<file path="src/rtl/irqcap_pkg.sv">
package irqcap_pkg;

  // Mode encoding of one bypass bit.
  typedef enum logic {
    MODE_CATCH = 1'b0,
    MODE_LEVEL = 1'b1
  } chMode_e;

  // Strobes passed from the control to the datapath for one channel.
  typedef struct packed {
    logic setCap;    // a fresh rising edge seen in catch mode
    logic clrCap;    // acknowledge in catch mode
    logic selLevel;  // channel passes the synchronized level
  } chStrobe_t;

endpackage

</file>
<file path="src/rtl/irqcap_sync.sv">
module irqcap_sync #(
  parameter int WIDTH  = 8,
  parameter int STAGES = 2
) (
  input  logic             clk,
  input  logic             rst,
  input  logic [WIDTH-1:0] dIn,
  output logic [WIDTH-1:0] dOut
);

  localparam int LAST = STAGES - 1;

  logic [WIDTH-1:0] stage [STAGES];

  always_ff @(posedge clk) begin
    if (rst) stage[0] <= '0;
    else     stage[0] <= dIn;
  end

  generate
    for (genvar s = 1; s < STAGES; s++) begin : gStage
      always_ff @(posedge clk) begin
        if (rst) stage[s] <= '0;
        else     stage[s] <= stage[s-1];
      end
    end
  endgenerate

  assign dOut = stage[LAST];

endmodule

</file>
<file path="src/rtl/irqcap_ctrl.sv">
module irqcap_ctrl
  import irqcap_pkg::*;
#(
  parameter int NUM_CH = 8
) (
  input  logic                     clk,
  input  logic                     rst,
  input  logic [NUM_CH-1:0]        syncReq,
  input  logic [NUM_CH-1:0]        bypass,
  input  logic [NUM_CH-1:0]        ack,
  output chStrobe_t [NUM_CH-1:0]   strobes
);

  logic [NUM_CH-1:0] prevReq;

  always_ff @(posedge clk) begin
    if (rst) prevReq <= '0;
    else     prevReq <= syncReq;
  end

  generate
    for (genvar c = 0; c < NUM_CH; c++) begin : gCh
      chMode_e mode;
      assign mode = chMode_e'(bypass[c]);

      always_comb begin
        strobes[c].selLevel = (mode == MODE_LEVEL);
        strobes[c].setCap   = (mode == MODE_CATCH) && syncReq[c] && !prevReq[c];
        strobes[c].clrCap   = (mode == MODE_CATCH) && ack[c];
      end

      // A set strobe comes from a rising edge, so it cannot repeat back to back.
      AST_EDGE_SINGLE: assert property (@(posedge clk) disable iff (rst)
        strobes[c].setCap |=> !strobes[c].setCap);
    end
  endgenerate

endmodule

</file>
<file path="src/rtl/irqcap_datapath.sv">
module irqcap_datapath
  import irqcap_pkg::*;
#(
  parameter int NUM_CH = 8
) (
  input  logic                     clk,
  input  logic                     rst,
  input  chStrobe_t [NUM_CH-1:0]   strobes,
  input  logic [NUM_CH-1:0]        levelIn,
  output logic [NUM_CH-1:0]        reqOut,
  output logic                     anyReq
);

  logic [NUM_CH-1:0] captured;

  generate
    for (genvar c = 0; c < NUM_CH; c++) begin : gCh
      // Capture latch: a new edge has priority over the acknowledge.
      always_ff @(posedge clk) begin
        if (rst || strobes[c].selLevel) captured[c] <= 1'b0;
        else if (strobes[c].setCap)     captured[c] <= 1'b1;
        else if (strobes[c].clrCap)     captured[c] <= 1'b0;
      end

      // Common output register, fed by the latch or by the level.
      always_ff @(posedge clk) begin
        if (rst)                        reqOut[c] <= 1'b0;
        else if (strobes[c].selLevel)   reqOut[c] <= levelIn[c];
        else                            reqOut[c] <= captured[c];
      end

      AST_CATCH_SET: assert property (@(posedge clk) disable iff (rst)
        strobes[c].setCap |=> captured[c]);
      AST_ACK_CLEAR: assert property (@(posedge clk) disable iff (rst)
        (strobes[c].clrCap && !strobes[c].setCap) |=> !captured[c]);
      AST_EDGE_BEATS_ACK: assert property (@(posedge clk) disable iff (rst)
        (strobes[c].clrCap && strobes[c].setCap) |=> captured[c]);
      AST_LEVEL_NO_LATCH: assert property (@(posedge clk) disable iff (rst)
        strobes[c].selLevel |=> !captured[c]);
      AST_LEVEL_FOLLOW: assert property (@(posedge clk) disable iff (rst)
        strobes[c].selLevel |=> (reqOut[c] == $past(levelIn[c])));
      AST_CATCH_HOLD: assert property (@(posedge clk) disable iff (rst)
        (!strobes[c].selLevel && captured[c] && !strobes[c].clrCap) |=> captured[c]);
    end
  endgenerate

  assign anyReq = |reqOut;

endmodule

</file>
<file path="src/rtl/irqCapture.sv">
module irqCapture
  import irqcap_pkg::*;
#(
  parameter int NUM_CH      = 8,
  parameter int SYNC_STAGES = 2
) (
  input  logic              clk,
  input  logic              rst,
  input  logic [NUM_CH-1:0] reqIn,
  input  logic [NUM_CH-1:0] bypass,
  input  logic [NUM_CH-1:0] ack,
  output logic [NUM_CH-1:0] reqOut,
  output logic              anyReq
);

  localparam int STAGES_USED = (SYNC_STAGES < 1) ? 1 : SYNC_STAGES;

  logic [NUM_CH-1:0]      syncReq;
  chStrobe_t [NUM_CH-1:0] strobes;

  irqcap_sync #(.WIDTH(NUM_CH), .STAGES(STAGES_USED)) i_sync (
    .clk  (clk),
    .rst  (rst),
    .dIn  (reqIn),
    .dOut (syncReq)
  );

  irqcap_ctrl #(.NUM_CH(NUM_CH)) i_ctrl (
    .clk     (clk),
    .rst     (rst),
    .syncReq (syncReq),
    .bypass  (bypass),
    .ack     (ack),
    .strobes (strobes)
  );

  irqcap_datapath #(.NUM_CH(NUM_CH)) i_datapath (
    .clk     (clk),
    .rst     (rst),
    .strobes (strobes),
    .levelIn (syncReq),
    .reqOut  (reqOut),
    .anyReq  (anyReq)
  );

  AST_RESET_CLEARS: assert property (@(posedge clk)
    rst |=> (reqOut == '0 && !anyReq));
  AST_ANY_SET: assert property (@(posedge clk) disable iff (rst)
    (reqOut != '0) |-> anyReq);
  AST_ANY_CLEAR: assert property (@(posedge clk) disable iff (rst)
    (reqOut == '0) |-> !anyReq);

endmodule

</file>
<file path="config.mk">
export PLATFORM = sky130hd
export DESIGN_NAME = irqCapture
export DESIGN_NICKNAME = d
export VERILOG_FILES = /design/src/rtl/irqcap_pkg.sv /design/src/rtl/irqcap_sync.sv /design/src/rtl/irqcap_ctrl.sv /design/src/rtl/irqcap_datapath.sv /design/src/rtl/irqCapture.sv
export SDC_FILE = /design/constraint.sdc
export NUM_CORES = 1
export LEC_CHECK = 0
export BUFFER_PORTS_ARGS = -buffer_cell sky130_fd_sc_hd__buf_4
export CAP_MARGIN = 20
export CORE_ASPECT_RATIO = 1.5
export CORE_MARGIN = 2
export CORE_UTILIZATION = 53
export CTS_CLUSTER_DIAMETER = 30
export DETAILED_ROUTE_END_ITERATION = 10
export PLACE_DENSITY = 0.84
export SYNTH_ARGS = -nofsm -noshare
export SYNTH_HDL_FRONTEND = slang
export SYNTH_SLANG_ARGS = --single-unit
</file>
<file path="constraint.sdc">
create_clock -name clk -period 1 [get_ports clk]
set_input_delay 0.1 -clock clk [delete_from_list [all_inputs] [get_ports clk]]
set_output_delay 0.1 -clock clk [all_outputs]
set_load 0.01 [all_outputs]
</file>
==> results of run 1 <==
## per-layer routing
metal / routed length, µm / share of wire / vias up / GRT usage
met2: 1220 / 0.55 / 28 / 0.308
met5: 0 / 0 / - / 0
met3: 95 / 0.043 / 5 / 0.0501
li1: - / - / 464 / -
met4: 42 / 0.019 / 0 / 0.0795
met1: 847 / 0.38 / 410 / 0.181
## timing repair
| item | in CTS | in global routing |
|---|---|---|
| setup buffers | 0 | 0 |
| gates resized for setup | 3 | 3 |
| hold endpoints to repair | 15 | 1 |
| hold buffers | 15 | 1 |
| pin swaps | 1 | 3 |
| endpoints found under the setup margin | 1 | 1 |
## state kept, by name, indices dropped and copies added (netlist names)
signal               cells
i_sync.stage            16
i_datapath.reqOut        8
i_datapath.captured      8
i_ctrl.prevReq           8
## power by group through the flow
| stage | Clock, W | Combinational [W] | Sequential [W] |
|---|---|---|---|
| 2_1_floorplan | 0 | 0.0000989 | 0.00170 |
| 3_3_place_gp | 0 | 0.000204 | 0.00170 |
| 3_5_place_dp | 0 | 0.000211 | 0.00170 |
| 4_1_cts | 0.000880 | 0.000263 | 0.00167 |
| 5_1_grt | 0.000966 | 0.000286 | 0.00167 |
| 6_report | 0.000853 | 0.000265 | 0.00167 |
## path summary, 6_finish.rpt
check                       start                      to  slack (ns)  cells after the start
min                        ack[3]  i_datapath.captured[3]        0.04                      3
min reg2reg    i_sync.stage[0][3]      i_sync.stage[1][3]        0.43                      1
max          i_datapath.reqOut[5]                  anyReq       -0.25                      3
max reg2reg     i_ctrl.prevReq[5]  i_datapath.captured[5]        0.29                      2
## worst min-delay path: stages
cell,delay (ns)
buf_4,0.07
nand2b_1,0.10
a211oi_2,0.06
## cell usage after synthesis
cell / n
a211oi_2: 8
buf_2: 3
buf_6: 1
dfxtp_1: 40
mux2i_1: 8
nand2_1: 1
nand2b_1: 16
nor2_1: 8
nor2b_1: 24
nor4_1: 2
## kinds of logic after synthesis
| logic type | share of synthesized area |
|---|---|
| AO/OA/AOI/OAI | 0.0768 |
| flip-flops | 0.614 |
| AND/OR/NAND/NOR | 0.227 |
| multiplexers | 0.0614 |
| buffers and inverters | 0.0201 |
## area by class of cell
cell class / count / area [µm²]
clock buffers: 7 / 65.1
fillers: 168 / 587
repair buffers: 50 / 419
well taps: 24 / 30.0
multi-input cells: 67 / 489
flip-flops and latches: 40 / 805
## through the flow
| step | setup WS, ns | instances |
|---|---|---|
| after floorplan | 0.200 | 111 |
| after detailed placement | 0.0992 | 165 |
| after CTS | -0.270 | 187 |
| after global placement | 0.134 | 165 |
| after global routing | -0.302 | 188 |
| final | -0.247 | 188 |
==> run_summary.xml, run 1 <==
<?xml version="1.0" encoding="UTF-8"?>
<metrics>
  <group name="global_routing">
    <metric name="antenna_found_initial" unit="">0</metric>
    <metric name="globalRouteOverflowTotal" unit="">0</metric>
    <metric name="grt_max_degree" unit="">41</metric>
    <metric name="vias_in_the_first_global_route" unit="">904</metric>
    <metric name="groute.usage.overall" unit="">0.174</metric>
    <metric name="grt_first_pass_wirelength" unit="µm">3640</metric>
  </group>
  <group name="synth">
    <metric name="post_synth_inst_count" unit="">111</metric>
    <metric name="synth_seq_area_share" unit="">0.614</metric>
    <metric name="ys_ff_latch" unit="">40</metric>
    <metric name="synth.lib_cells_used.distinct" unit="">10</metric>
    <metric name="synth_nets" unit="">137</metric>
    <metric name="synth.avg_cell_area" unit="µm²">11.7</metric>
    <metric name="post-synth-top-area-fraction" unit="">0.614</metric>
    <metric name="synth_top_area_cell" unit="">dfxtp_1</metric>
    <metric name="yosys-top-cells-area" unit="">dfxtp_1 (61%), nor2b_1 (12%), a211oi_2 (7.7%), nand2b_1 (7.7%), mux2i_1 (6.1%)</metric>
    <metric name="synth.cell_area" unit="µm²">1300</metric>
    <metric name="synth-warning-count" unit="">0</metric>
  </group>
  <group name="timing">
    <metric name="achievable-frequency" unit="MHz">802</metric>
    <metric name="final_max_slew_viols" unit="">0</metric>
    <metric name="report.final.setup_viol" unit="">1</metric>
    <metric name="worst_slack_on_hold_paths" unit="ns">0.0369</metric>
    <metric name="timing.clock.skew" unit="ns">0.00977</metric>
    <metric name="min_period" unit="ns">1.25</metric>
    <metric name="worst_slew_margin_rel" unit="">0.724</metric>
    <metric name="tns_setup" unit="ns">-0.247</metric>
    <metric name="tightest_slew" unit="ns">0.414</metric>
    <metric name="hold_violations" unit="">0</metric>
    <metric name="layout_setup_ws" unit="ns">-0.247</metric>
    <metric name="grt_setup_unrepaired" unit="">yes</metric>
    <metric name="finalCritPeriodShare" unit="">1.25</metric>
  </group>
  <group name="setup_path">
    <metric name="setup.worst_path.end_class" unit="">output pin</metric>
    <metric name="timing.critical_path.slowest_cell_delay" unit="ns">0.34</metric>
    <metric name="path_class" unit="">register to output pin</metric>
    <metric name="worstPathArrival" unit="ns">1.15</metric>
    <metric name="crit_path_max_fanout" unit="">2</metric>
    <metric name="worst-endpoint-required" unit="ns">0.90</metric>
    <metric name="cell_with_the_largest_stage_delay_on_the_worst_path" unit="">dfxtp_2</metric>
    <metric name="path_cells" unit="">nor4_2, nand2_1, buf_6</metric>
    <metric name="critical_path.startpoint_type" unit="">register</metric>
    <metric name="cp_top_family" unit="">simple AND/OR/NAND/NOR gates</metric>
    <metric name="path_buf_inv" unit="">1</metric>
  </group>
  <group name="placed_design">
    <metric name="detailedPlacementHpwl" unit="µm">1480</metric>
    <metric name="place_congestion" unit="">0.687</metric>
    <metric name="port_buffers" unit="">34</metric>
    <metric name="placedInstanceArea" unit="µm²">1560</metric>
  </group>
  <group name="power_and_ir_drop">
    <metric name="power_per_cell_area" unit="nW/µm²">1540</metric>
    <metric name="totalPowerFinal" unit="W">0.00279</metric>
    <metric name="sw_frac_of_total" unit="">0.204</metric>
    <metric name="power.share.sequential" unit="">0.598</metric>
    <metric name="cellInternalPower" unit="W">0.00222</metric>
    <metric name="pwr-share-comb" unit="">0.095</metric>
    <metric name="cellLeakagePower" unit="nW">0.755</metric>
    <metric name="irDropWorstVdd" unit="V">0.00141</metric>
    <metric name="total_switching_power" unit="W">0.000568</metric>
    <metric name="p_clk_frac" unit="">0.306</metric>
  </group>
  <group name="finish">
    <metric name="drive_above_1_share" unit="">0.329</metric>
    <metric name="design.final.nets" unit="">190</metric>
    <metric name="final_core_util" unit="">0.755</metric>
    <metric name="mostFrequentLayoutCells" unit="">dfxtp_1 (37), buf_4 (33), nor2b_1 (24), nand2b_1 (16), dlygate4sd3_1 (16)</metric>
    <metric name="num_antenna_cells" unit="">0</metric>
    <metric name="layout.cells.most_common" unit="">dfxtp_1</metric>
    <metric name="final_cell_area" unit="µm²">1810</metric>
    <metric name="flow.area_growth_from_synthesis" unit="%">38.7</metric>
  </group>
  <group name="die">
    <metric name="initial_utilization" unit="">0.544</metric>
    <metric name="die_h" unit="µm">64.7</metric>
    <metric name="placement_rows" unit="">22</metric>
    <metric name="design.die.area" unit="µm²">2880</metric>
    <metric name="num_io_pins" unit="">35</metric>
    <metric name="core-area" unit="µm²">2390</metric>
    <metric name="die_x" unit="µm">44.5</metric>
  </group>
  <group name="job">
    <metric name="drv.max_cap_violation_count" unit="">0</metric>
  </group>
  <group name="drt">
    <metric name="vias" unit="">907</metric>
    <metric name="final_antenna_net_count" unit="">0</metric>
    <metric name="detail_route.first_pass.iterations" unit="">4</metric>
    <metric name="post-route-drc-count" unit="">0</metric>
    <metric name="via_per_inst" unit="">4.82</metric>
    <metric name="detail_route.iter0.violations" unit="">12</metric>
    <metric name="drt-wirelength-per-cell" unit="µm">11.7</metric>
    <metric name="route.final.wire_length" unit="µm">2200</metric>
  </group>
  <group name="clocking">
    <metric name="clkTransAtPathRegs" unit="ns">0.11</metric>
    <metric name="clock_latency" unit="ns">0.33</metric>
    <metric name="clock_tree.htree_level_count" unit="">2</metric>
    <metric name="ctsLongestPathBuffers" unit="">2</metric>
    <metric name="clock-root-buffer" unit="">clkbuf_4</metric>
    <metric name="number_of_buffers_added_by_the_clock_tree_synthesis_step" unit="">5</metric>
    <metric name="numClockSinks" unit="">40</metric>
    <metric name="tritoncts" unit="">yes</metric>
  </group>
  <group name="worst_hold_path">
    <metric name="type_of_the_most_critical_hold_path" unit="">primary input to register</metric>
  </group>
  <group name="run_status">
    <metric name="run_status" unit="">finished, violations left</metric>
    <metric name="violations" unit="">negative setup slack</metric>
  </group>
</metrics>
Power figures use the tool's default switching activity.
==> inputs of run 2 (changes only) <==
Settings changed: ABC_AREA set to 1, CORE_UTILIZATION 53 to 55, PLACE_DENSITY 0.84 to 0.86.
==> run 2 against run 1 <==
  * The run still ends with negative setup slack left
  * Sequential power barely moved
  * Die area rose by 7.1%
  * First-iteration DRC count increased by 67%
  * Register-to-register slack improved by 0.05 ns
  * Synthesized cell count is 69% higher
  * Final cell count increased by 47%
  * Sequential cell count unchanged
  * Clock-buffer cell count grew 1
  * Maximum frequency increased by 9.3%
  * Via count increased by 33%
  * Global-route usage is 3.0 points higher
  * Critical path depth is 2 higher
  * Critical path type unchanged
  * Highest routed layer unchanged
==> run_summary.xml, run 2 <==
<?xml version="1.0" encoding="UTF-8"?>
<metrics>
  <group name="run_status">
    <metric name="run_status" unit="">finished, violations left</metric>
    <metric name="violations" unit="">negative setup slack</metric>
  </group>
  <group name="placed_design">
    <metric name="place_congestion" unit="">0.713</metric>
    <metric name="detailedPlacementHpwl" unit="µm">1610</metric>
    <metric name="placedInstanceArea" unit="µm²">1720</metric>
    <metric name="port_buffers" unit="">34</metric>
  </group>
  <group name="clocking">
    <metric name="ctsLongestPathBuffers" unit="">2</metric>
    <metric name="numClockSinks" unit="">40</metric>
    <metric name="tritoncts" unit="">yes</metric>
    <metric name="clock_latency" unit="ns">0.34</metric>
    <metric name="post_cts.repair.setup_buffers" unit="">0</metric>
    <metric name="clock-root-buffer" unit="">clkbuf_4</metric>
    <metric name="clkTransAtPathRegs" unit="ns">0.10</metric>
    <metric name="clock_tree.htree_level_count" unit="">2</metric>
    <metric name="number_of_buffers_added_by_the_clock_tree_synthesis_step" unit="">5</metric>
  </group>
  <group name="power_and_ir_drop">
    <metric name="p_clk_frac" unit="">0.291</metric>
    <metric name="cellInternalPower" unit="W">0.00218</metric>
    <metric name="cellLeakagePower" unit="nW">0.965</metric>
    <metric name="totalPowerFinal" unit="W">0.00281</metric>
    <metric name="power_per_cell_area" unit="nW/µm²">1390</metric>
    <metric name="sw_frac_of_total" unit="">0.222</metric>
    <metric name="power.share.sequential" unit="">0.594</metric>
    <metric name="pwr-share-comb" unit="">0.115</metric>
    <metric name="total_switching_power" unit="W">0.000624</metric>
    <metric name="irDropWorstVdd" unit="V">0.00143</metric>
  </group>
  <group name="timing">
    <metric name="tns_setup" unit="ns">-0.142</metric>
    <metric name="tightest_slew" unit="ns">0.275</metric>
    <metric name="min_period" unit="ns">1.14</metric>
    <metric name="timing.clock.skew" unit="ns">0.00167</metric>
    <metric name="grt_setup_unrepaired" unit="">yes</metric>
    <metric name="finalCritPeriodShare" unit="">1.14</metric>
    <metric name="layout_setup_ws" unit="ns">-0.142</metric>
    <metric name="final_max_slew_viols" unit="">0</metric>
    <metric name="hold_violations" unit="">0</metric>
    <metric name="worst_slew_margin_rel" unit="">0.817</metric>
    <metric name="achievable-frequency" unit="MHz">876</metric>
    <metric name="report.final.setup_viol" unit="">1</metric>
  </group>
  <group name="finish">
    <metric name="filler_cell_count" unit="">163</metric>
    <metric name="design.final.nets" unit="">278</metric>
    <metric name="num_antenna_cells" unit="">0</metric>
    <metric name="top_register" unit="">i_sync.stage</metric>
    <metric name="mostFrequentLayoutCells" unit="">inv_1 (55), nand2_1 (45), dfxtp_1 (38), buf_4 (36), dlygate4sd3_1 (24)</metric>
    <metric name="layout.cells.most_common" unit="">inv_1</metric>
    <metric name="largest_register_ffs" unit="">16</metric>
    <metric name="flow.area_growth_from_synthesis" unit="%">39.0</metric>
    <metric name="drive_above_1_share" unit="">0.241</metric>
    <metric name="final_cell_area" unit="µm²">2020</metric>
  </group>
  <group name="drt">
    <metric name="post-route-drc-count" unit="">0</metric>
    <metric name="drt-wirelength-per-cell" unit="µm">9.30</metric>
    <metric name="via_per_inst" unit="">4.35</metric>
    <metric name="detail_route.first_pass.iterations" unit="">4</metric>
    <metric name="final_antenna_net_count" unit="">0</metric>
    <metric name="detail_route.iter0.violations" unit="">20</metric>
    <metric name="vias" unit="">1204</metric>
    <metric name="route.final.wire_length" unit="µm">2580</metric>
  </group>
  <group name="synth">
    <metric name="ys_ff_latch" unit="">40</metric>
    <metric name="synth.cell_area" unit="µm²">1460</metric>
    <metric name="post_synth_inst_count" unit="">188</metric>
    <metric name="synth-warning-count" unit="">0</metric>
    <metric name="ys_async_sr_fraction" unit="">0</metric>
    <metric name="synth_top_area_cell" unit="">dfxtp_1</metric>
    <metric name="synth_commonest_cells" unit="">inv_1 (56), nand2_1 (45), dfxtp_1 (40)</metric>
    <metric name="synth_nets" unit="">214</metric>
    <metric name="synth_edf_count" unit="">0</metric>
    <metric name="yosys_most_used_dff" unit="">dfxtp_1</metric>
    <metric name="most_used_standard_cell_by_instance_count_after_synthesis" unit="">inv_1</metric>
    <metric name="yosys-top-cells-area" unit="">dfxtp_1 (55%), inv_1 (14%), nand2_1 (12%), a21oi_2 (6.0%), nor2_1 (5.7%)</metric>
    <metric name="synth.lib_cells_used.distinct" unit="">9</metric>
    <metric name="post-synth-top-area-fraction" unit="">0.550</metric>
    <metric name="synth_seq_area_share" unit="">0.550</metric>
    <metric name="synth.avg_cell_area" unit="µm²">7.75</metric>
  </group>
  <group name="setup_path">
    <metric name="path_cells" unit="">inv_1, nand2_1, nor2_1, nand2_1, buf_6</metric>
    <metric name="critPathMostFrequentCell" unit="">nand2_1</metric>
    <metric name="cell_with_the_largest_stage_delay_on_the_worst_path" unit="">dfxtp_2</metric>
    <metric name="timing.critical_path.slowest_cell_delay" unit="ns">0.33</metric>
    <metric name="path_class" unit="">register to output pin</metric>
    <metric name="worst-endpoint-required" unit="ns">0.90</metric>
    <metric name="critical_path.startpoint_type" unit="">register</metric>
    <metric name="setup.worst_path.end_class" unit="">output pin</metric>
    <metric name="crit_path_max_fanout" unit="">2</metric>
    <metric name="worstPathArrival" unit="ns">1.04</metric>
  </group>
  <group name="global_routing">
    <metric name="grt_first_pass_wirelength" unit="µm">4400</metric>
    <metric name="vias_in_the_first_global_route" unit="">1156</metric>
    <metric name="grt_max_degree" unit="">23</metric>
    <metric name="globalRouteOverflowTotal" unit="">0</metric>
    <metric name="antenna_found_initial" unit="">0</metric>
    <metric name="groute.usage.overall" unit="">0.204</metric>
  </group>
  <group name="die">
    <metric name="die_x" unit="µm">46.0</metric>
    <metric name="initial_utilization" unit="">0.588</metric>
    <metric name="placement_rows" unit="">22</metric>
    <metric name="core-area" unit="µm²">2480</metric>
    <metric name="num_io_pins" unit="">35</metric>
    <metric name="die_h" unit="µm">67.0</metric>
    <metric name="design.die.area" unit="µm²">3080</metric>
  </group>
  <group name="job">
    <metric name="drv.max_cap_violation_count" unit="">0</metric>
  </group>
  <group name="worst_hold_path">
    <metric name="type_of_the_most_critical_hold_path" unit="">primary input to register</metric>
  </group>
</metrics>
-- run 2: changes by cell type in the layout (fill, tap and decap cells not counted), moves of 10 or more --
cell / before / now
nand2_1: 1 / 45
a21oi_2: 0 / 10
inv_1: 0 / 55
nor2b_1: 24 / 0
nor2_1: 8 / 22
nand2b_1: 16 / 0
-- run 2: kinds of logic (layout without fill, tap and decap cells) --
| family | count (synthesis) | in the layout | synth area share |
|---|---|---|---|
| compound gates | 16 | 16 | 0.0808 |
| buf+inv | 61 | 126 | 0.180 |
| flops | 40 | 40 | 0.550 |
| simple gates | 71 | 71 | 0.190 |
-- run 2: area by class of cell --
type	count	area, µm²	area share
Tap cell	24	30.0	0.0148
Timing Repair Buffer	61	522	0.258
Sequential cell	40	803	0.397
Multi-Input combinational cell	87	394	0.195
Inverter	57	216	0.107
Clock buffer	8	58.8	0.0290
-- run 2: power by group through the flow --
stage                     clock [W]  sequential (W)  combinational, W
after floorplan                   0         0.00170          0.000132
after global placement            0         0.00170          0.000237
after detailed placement          0         0.00170          0.000242
after CTS                  0.000847         0.00167          0.000320
after global routing       0.000903         0.00167          0.000361
final                      0.000815         0.00167          0.000322
-- run 2: final timing paths --
| kind | startpoint | to | slack [ns] | cells after the start |
|---|---|---|---|---|
| setup / recovery | i_datapath.reqOut[5] | anyReq | -0.14 | 5 |
| setup reg to reg | i_sync.stage[1][0] | i_datapath.captured[0] | 0.34 | 2 |
| hold / removal | rst | i_datapath.reqOut[2] | 0.10 | 2 |
| hold reg to reg | i_sync.stage[0][6] | i_sync.stage[1][6] | 0.41 | 2 |
-- run 2: routing by layer --
metal,routed length [µm],GRT usage
met1,993,0.169
met5,0,0
met2,1410,0.387
met4,53,0.0964
met3,115,0.0813
-- run 2: per-stage QoR --
stage	instances	util	hold WS [ns]	setup WS, ns
after floorplan	188	-	0.207	0.313
after global placement	245	0.694	0.300	0.251
after detailed placement	245	0.694	0.307	0.235
after CTS	277	0.817	0.0879	-0.158
after global routing	277	0.817	0.0947	-0.207
final	277	0.817	0.104	-0.142
-- run 2: worst max-delay path, delay by kind of cell (launching register included) --
family | cells | cell delay (ns)
buffers and inverters | 2 | 0.17
flip-flops | 1 | 0.33
AND/OR/NAND/NOR | 3 | 0.19
-- run 2: repair_timing --
action                     CTS  global route
gates resized for setup      2             2
hold buffers                24             0
hold endpoints to repair    17             0
gates cloned                 0             0
setup endpoints to repair    1             1
==> inputs of run 3 (changes only) <==
Settings changed: PLACE_DENSITY 0.86 to 0.82.
==> run 3 against run 2 <==
  * The flow still finishes with violations (negative setup slack)
  * Die area stayed put
  * Critical path type unchanged
  * Critical endpoint unchanged
  * Final cell count is 2.9% lower
  * Largest cell class unchanged
  * Maximum frequency down 3.0%
  * Power fell by 4.7%
==> run_summary.xml, run 3 (same netlist as run 2, synthesis figures left out) <==
<?xml version="1.0" encoding="UTF-8"?>
<metrics>
  <group name="die">
    <metric name="die_h" unit="µm">67.0</metric>
    <metric name="die_x" unit="µm">46.0</metric>
    <metric name="placement_rows" unit="">22</metric>
    <metric name="num_io_pins" unit="">35</metric>
    <metric name="core-area" unit="µm²">2480</metric>
    <metric name="initial_utilization" unit="">0.588</metric>
    <metric name="design.die.area" unit="µm²">3080</metric>
  </group>
  <group name="setup_path">
    <metric name="worst-endpoint-required" unit="ns">0.90</metric>
    <metric name="critical_path.startpoint_type" unit="">register</metric>
    <metric name="path_cells" unit="">inv_1, nand2_1, nor2_1, nand2_1, buf_6</metric>
    <metric name="path_buf_inv" unit="">2</metric>
    <metric name="critPathMostFrequentCell" unit="">nand2_1</metric>
    <metric name="path_class" unit="">register to output pin</metric>
    <metric name="timing.critical_path.slowest_cell_delay" unit="ns">0.33</metric>
    <metric name="cell_with_the_largest_stage_delay_on_the_worst_path" unit="">dfxtp_2</metric>
    <metric name="worstPathArrival" unit="ns">1.08</metric>
    <metric name="setup.worst_path.end_class" unit="">output pin</metric>
    <metric name="cp_top_family" unit="">flip-flops</metric>
    <metric name="crit_path_max_fanout" unit="">2</metric>
  </group>
  <group name="timing">
    <metric name="min_period" unit="ns">1.18</metric>
    <metric name="hold_violations" unit="">0</metric>
    <metric name="timing.clock.skew" unit="ns">0.0109</metric>
    <metric name="final_max_slew_viols" unit="">0</metric>
    <metric name="layout_setup_ws" unit="ns">-0.177</metric>
    <metric name="report.final.setup_viol" unit="">1</metric>
    <metric name="tightest_slew" unit="ns">0.187</metric>
    <metric name="achievable-frequency" unit="MHz">849</metric>
    <metric name="tns_setup" unit="ns">-0.177</metric>
    <metric name="finalCritPeriodShare" unit="">1.18</metric>
    <metric name="worst_slew_margin_rel" unit="">0.876</metric>
    <metric name="grt_setup_unrepaired" unit="">yes</metric>
  </group>
  <group name="global_routing">
    <metric name="grt_max_degree" unit="">17</metric>
    <metric name="vias_in_the_first_global_route" unit="">1175</metric>
    <metric name="antenna_found_initial" unit="">0</metric>
    <metric name="grt_first_pass_wirelength" unit="µm">4560</metric>
    <metric name="groute.usage.overall" unit="">0.218</metric>
    <metric name="globalRouteOverflowTotal" unit="">0</metric>
  </group>
  <group name="finish">
    <metric name="drive_above_1_share" unit="">0.269</metric>
    <metric name="layout.cells.most_common" unit="">inv_1</metric>
    <metric name="final_core_util" unit="">0.797</metric>
    <metric name="largest_register_ffs" unit="">16</metric>
    <metric name="design.final.nets" unit="">273</metric>
    <metric name="flow.area_growth_from_synthesis" unit="%">35.6</metric>
    <metric name="num_antenna_cells" unit="">0</metric>
    <metric name="mostFrequentLayoutCells" unit="">inv_1 (53), nand2_1 (45), buf_4 (34), dfxtp_1 (33), nor2_1 (22)</metric>
    <metric name="top_register" unit="">i_sync.stage</metric>
  </group>
  <group name="clocking">
    <metric name="post_cts.repair.setup_buffers" unit="">0</metric>
    <metric name="ctsLongestPathBuffers" unit="">2</metric>
    <metric name="tritoncts" unit="">yes</metric>
    <metric name="clock_latency" unit="ns">0.35</metric>
    <metric name="clock_tree.htree_level_count" unit="">2</metric>
    <metric name="clock-root-buffer" unit="">clkbuf_4</metric>
    <metric name="clkTransAtPathRegs" unit="ns">0.10</metric>
    <metric name="number_of_buffers_added_by_the_clock_tree_synthesis_step" unit="">5</metric>
    <metric name="numClockSinks" unit="">40</metric>
  </group>
  <group name="power_and_ir_drop">
    <metric name="power_per_cell_area" unit="nW/µm²">1350</metric>
    <metric name="p_clk_frac" unit="">0.258</metric>
    <metric name="total_switching_power" unit="W">0.000610</metric>
    <metric name="cellLeakagePower" unit="nW">0.941</metric>
    <metric name="power.share.sequential" unit="">0.624</metric>
    <metric name="sw_frac_of_total" unit="">0.228</metric>
    <metric name="irDropWorstVdd" unit="V">0.00139</metric>
    <metric name="cellInternalPower" unit="W">0.00206</metric>
    <metric name="pwr-share-comb" unit="">0.118</metric>
  </group>
  <group name="drt">
    <metric name="detail_route.iter0.violations" unit="">10</metric>
    <metric name="final_antenna_net_count" unit="">0</metric>
    <metric name="detail_route.first_pass.iterations" unit="">4</metric>
    <metric name="via_per_inst" unit="">4.40</metric>
    <metric name="vias" unit="">1184</metric>
    <metric name="drt-wirelength-per-cell" unit="µm">9.90</metric>
    <metric name="post-route-drc-count" unit="">0</metric>
    <metric name="route.final.wire_length" unit="µm">2660</metric>
  </group>
  <group name="run_status">
    <metric name="run_status" unit="">finished, violations left</metric>
    <metric name="violations" unit="">negative setup slack</metric>
  </group>
  <group name="placed_design">
    <metric name="place_congestion" unit="">0.765</metric>
    <metric name="port_buffers" unit="">34</metric>
    <metric name="detailedPlacementHpwl" unit="µm">1880</metric>
  </group>
  <group name="job">
    <metric name="drv.max_cap_violation_count" unit="">0</metric>
  </group>
  <group name="worst_hold_path">
    <metric name="type_of_the_most_critical_hold_path" unit="">primary input to register</metric>
  </group>
</metrics>
-- run 3: changes by cell type in the layout (fill, tap and decap cells not counted), sizes merged --
cell         previous run  this run
clkbuf                  8         5
dlygate4sd3            24        20
buf                    37        36
-- run 3: final timing paths --
| path | slack (ns) | end | startpoint | cells past startpoint |
|---|---|---|---|---|
| worst min-delay path | 0.01 | i_datapath.captured[1] | bypass[1] | 4 |
| worst max register to register | 0.37 | i_datapath.captured[5] | i_sync.stage[1][5] | 2 |
| worst max-delay path | -0.18 | anyReq | i_datapath.reqOut[3] | 5 |
| worst min register to register | 0.41 | i_sync.stage[1][5] | i_sync.stage[0][5] | 2 |
-- run 3: final cells by class --
type	instances	area, µm²
repair buffers	56	487
multi-input cells	87	394
inverters	57	216
fillers	168	503
clock buffers	5	37.5
flip-flops and latches	40	810
well taps	24	30.0
-- run 3: routing by layer --
metal / wire [µm] / share of wire / vias to the layer above / track usage
li1: - / - / 639 / -
met1: 927 / 0.35 / 517 / 0.184
met2: 1540 / 0.58 / 23 / 0.398
met3: 130 / 0.049 / 5 / 0.100
met4: 62 / 0.023 / 0 / 0.107
met5: 0 / 0 / - / 0
-- run 3: tightest hold or removal path: cells and delay by family --
| family | cells | cell delay, ns |
|---|---|---|
| AND/OR/NAND/NOR | 1 | 0.06 |
| buffers and inverters | 2 | 0.12 |
| AO/OA/AOI/OAI | 1 | 0.04 |
-- run 3: timing repair --
action / 4_1_cts / 5_1_grt
pin swaps: 2 / 4
hold buffers: 19 / 1
endpoints found under the setup margin: 1 / 1
hold endpoints to repair: 16 / 2
gates resized for setup: 3 / 8
-- run 3: power groups by stage --
stage          Sequential [W]  Combinational (W)  Clock (W)
2_1_floorplan         0.00170           0.000132          0
3_3_place_gp          0.00170           0.000239          0
3_5_place_dp          0.00170           0.000250          0
4_1_cts               0.00167           0.000313   0.000717
5_1_grt               0.00168           0.000353   0.000796
6_report              0.00167           0.000315   0.000690
-- run 3: through the flow --
| step | instance area, µm² | setup slack (ns) | power (W) | hold slack [ns] | std cells |
|---|---|---|---|---|---|
| floorplan | 1460 | 0.313 | 0.00183 | 0.207 | 188 |
| global route | 1970 | -0.245 | 0.00282 | 0.000249 | 269 |
| CTS | 1960 | -0.194 | 0.00270 | 0.00329 | 268 |
| global placement | 1720 | 0.236 | 0.00194 | 0.298 | 244 |
| finish | 1970 | -0.177 | 0.00267 | 0.0115 | 269 |
| detailed placement | 1720 | 0.195 | 0.00195 | 0.309 | 244 |
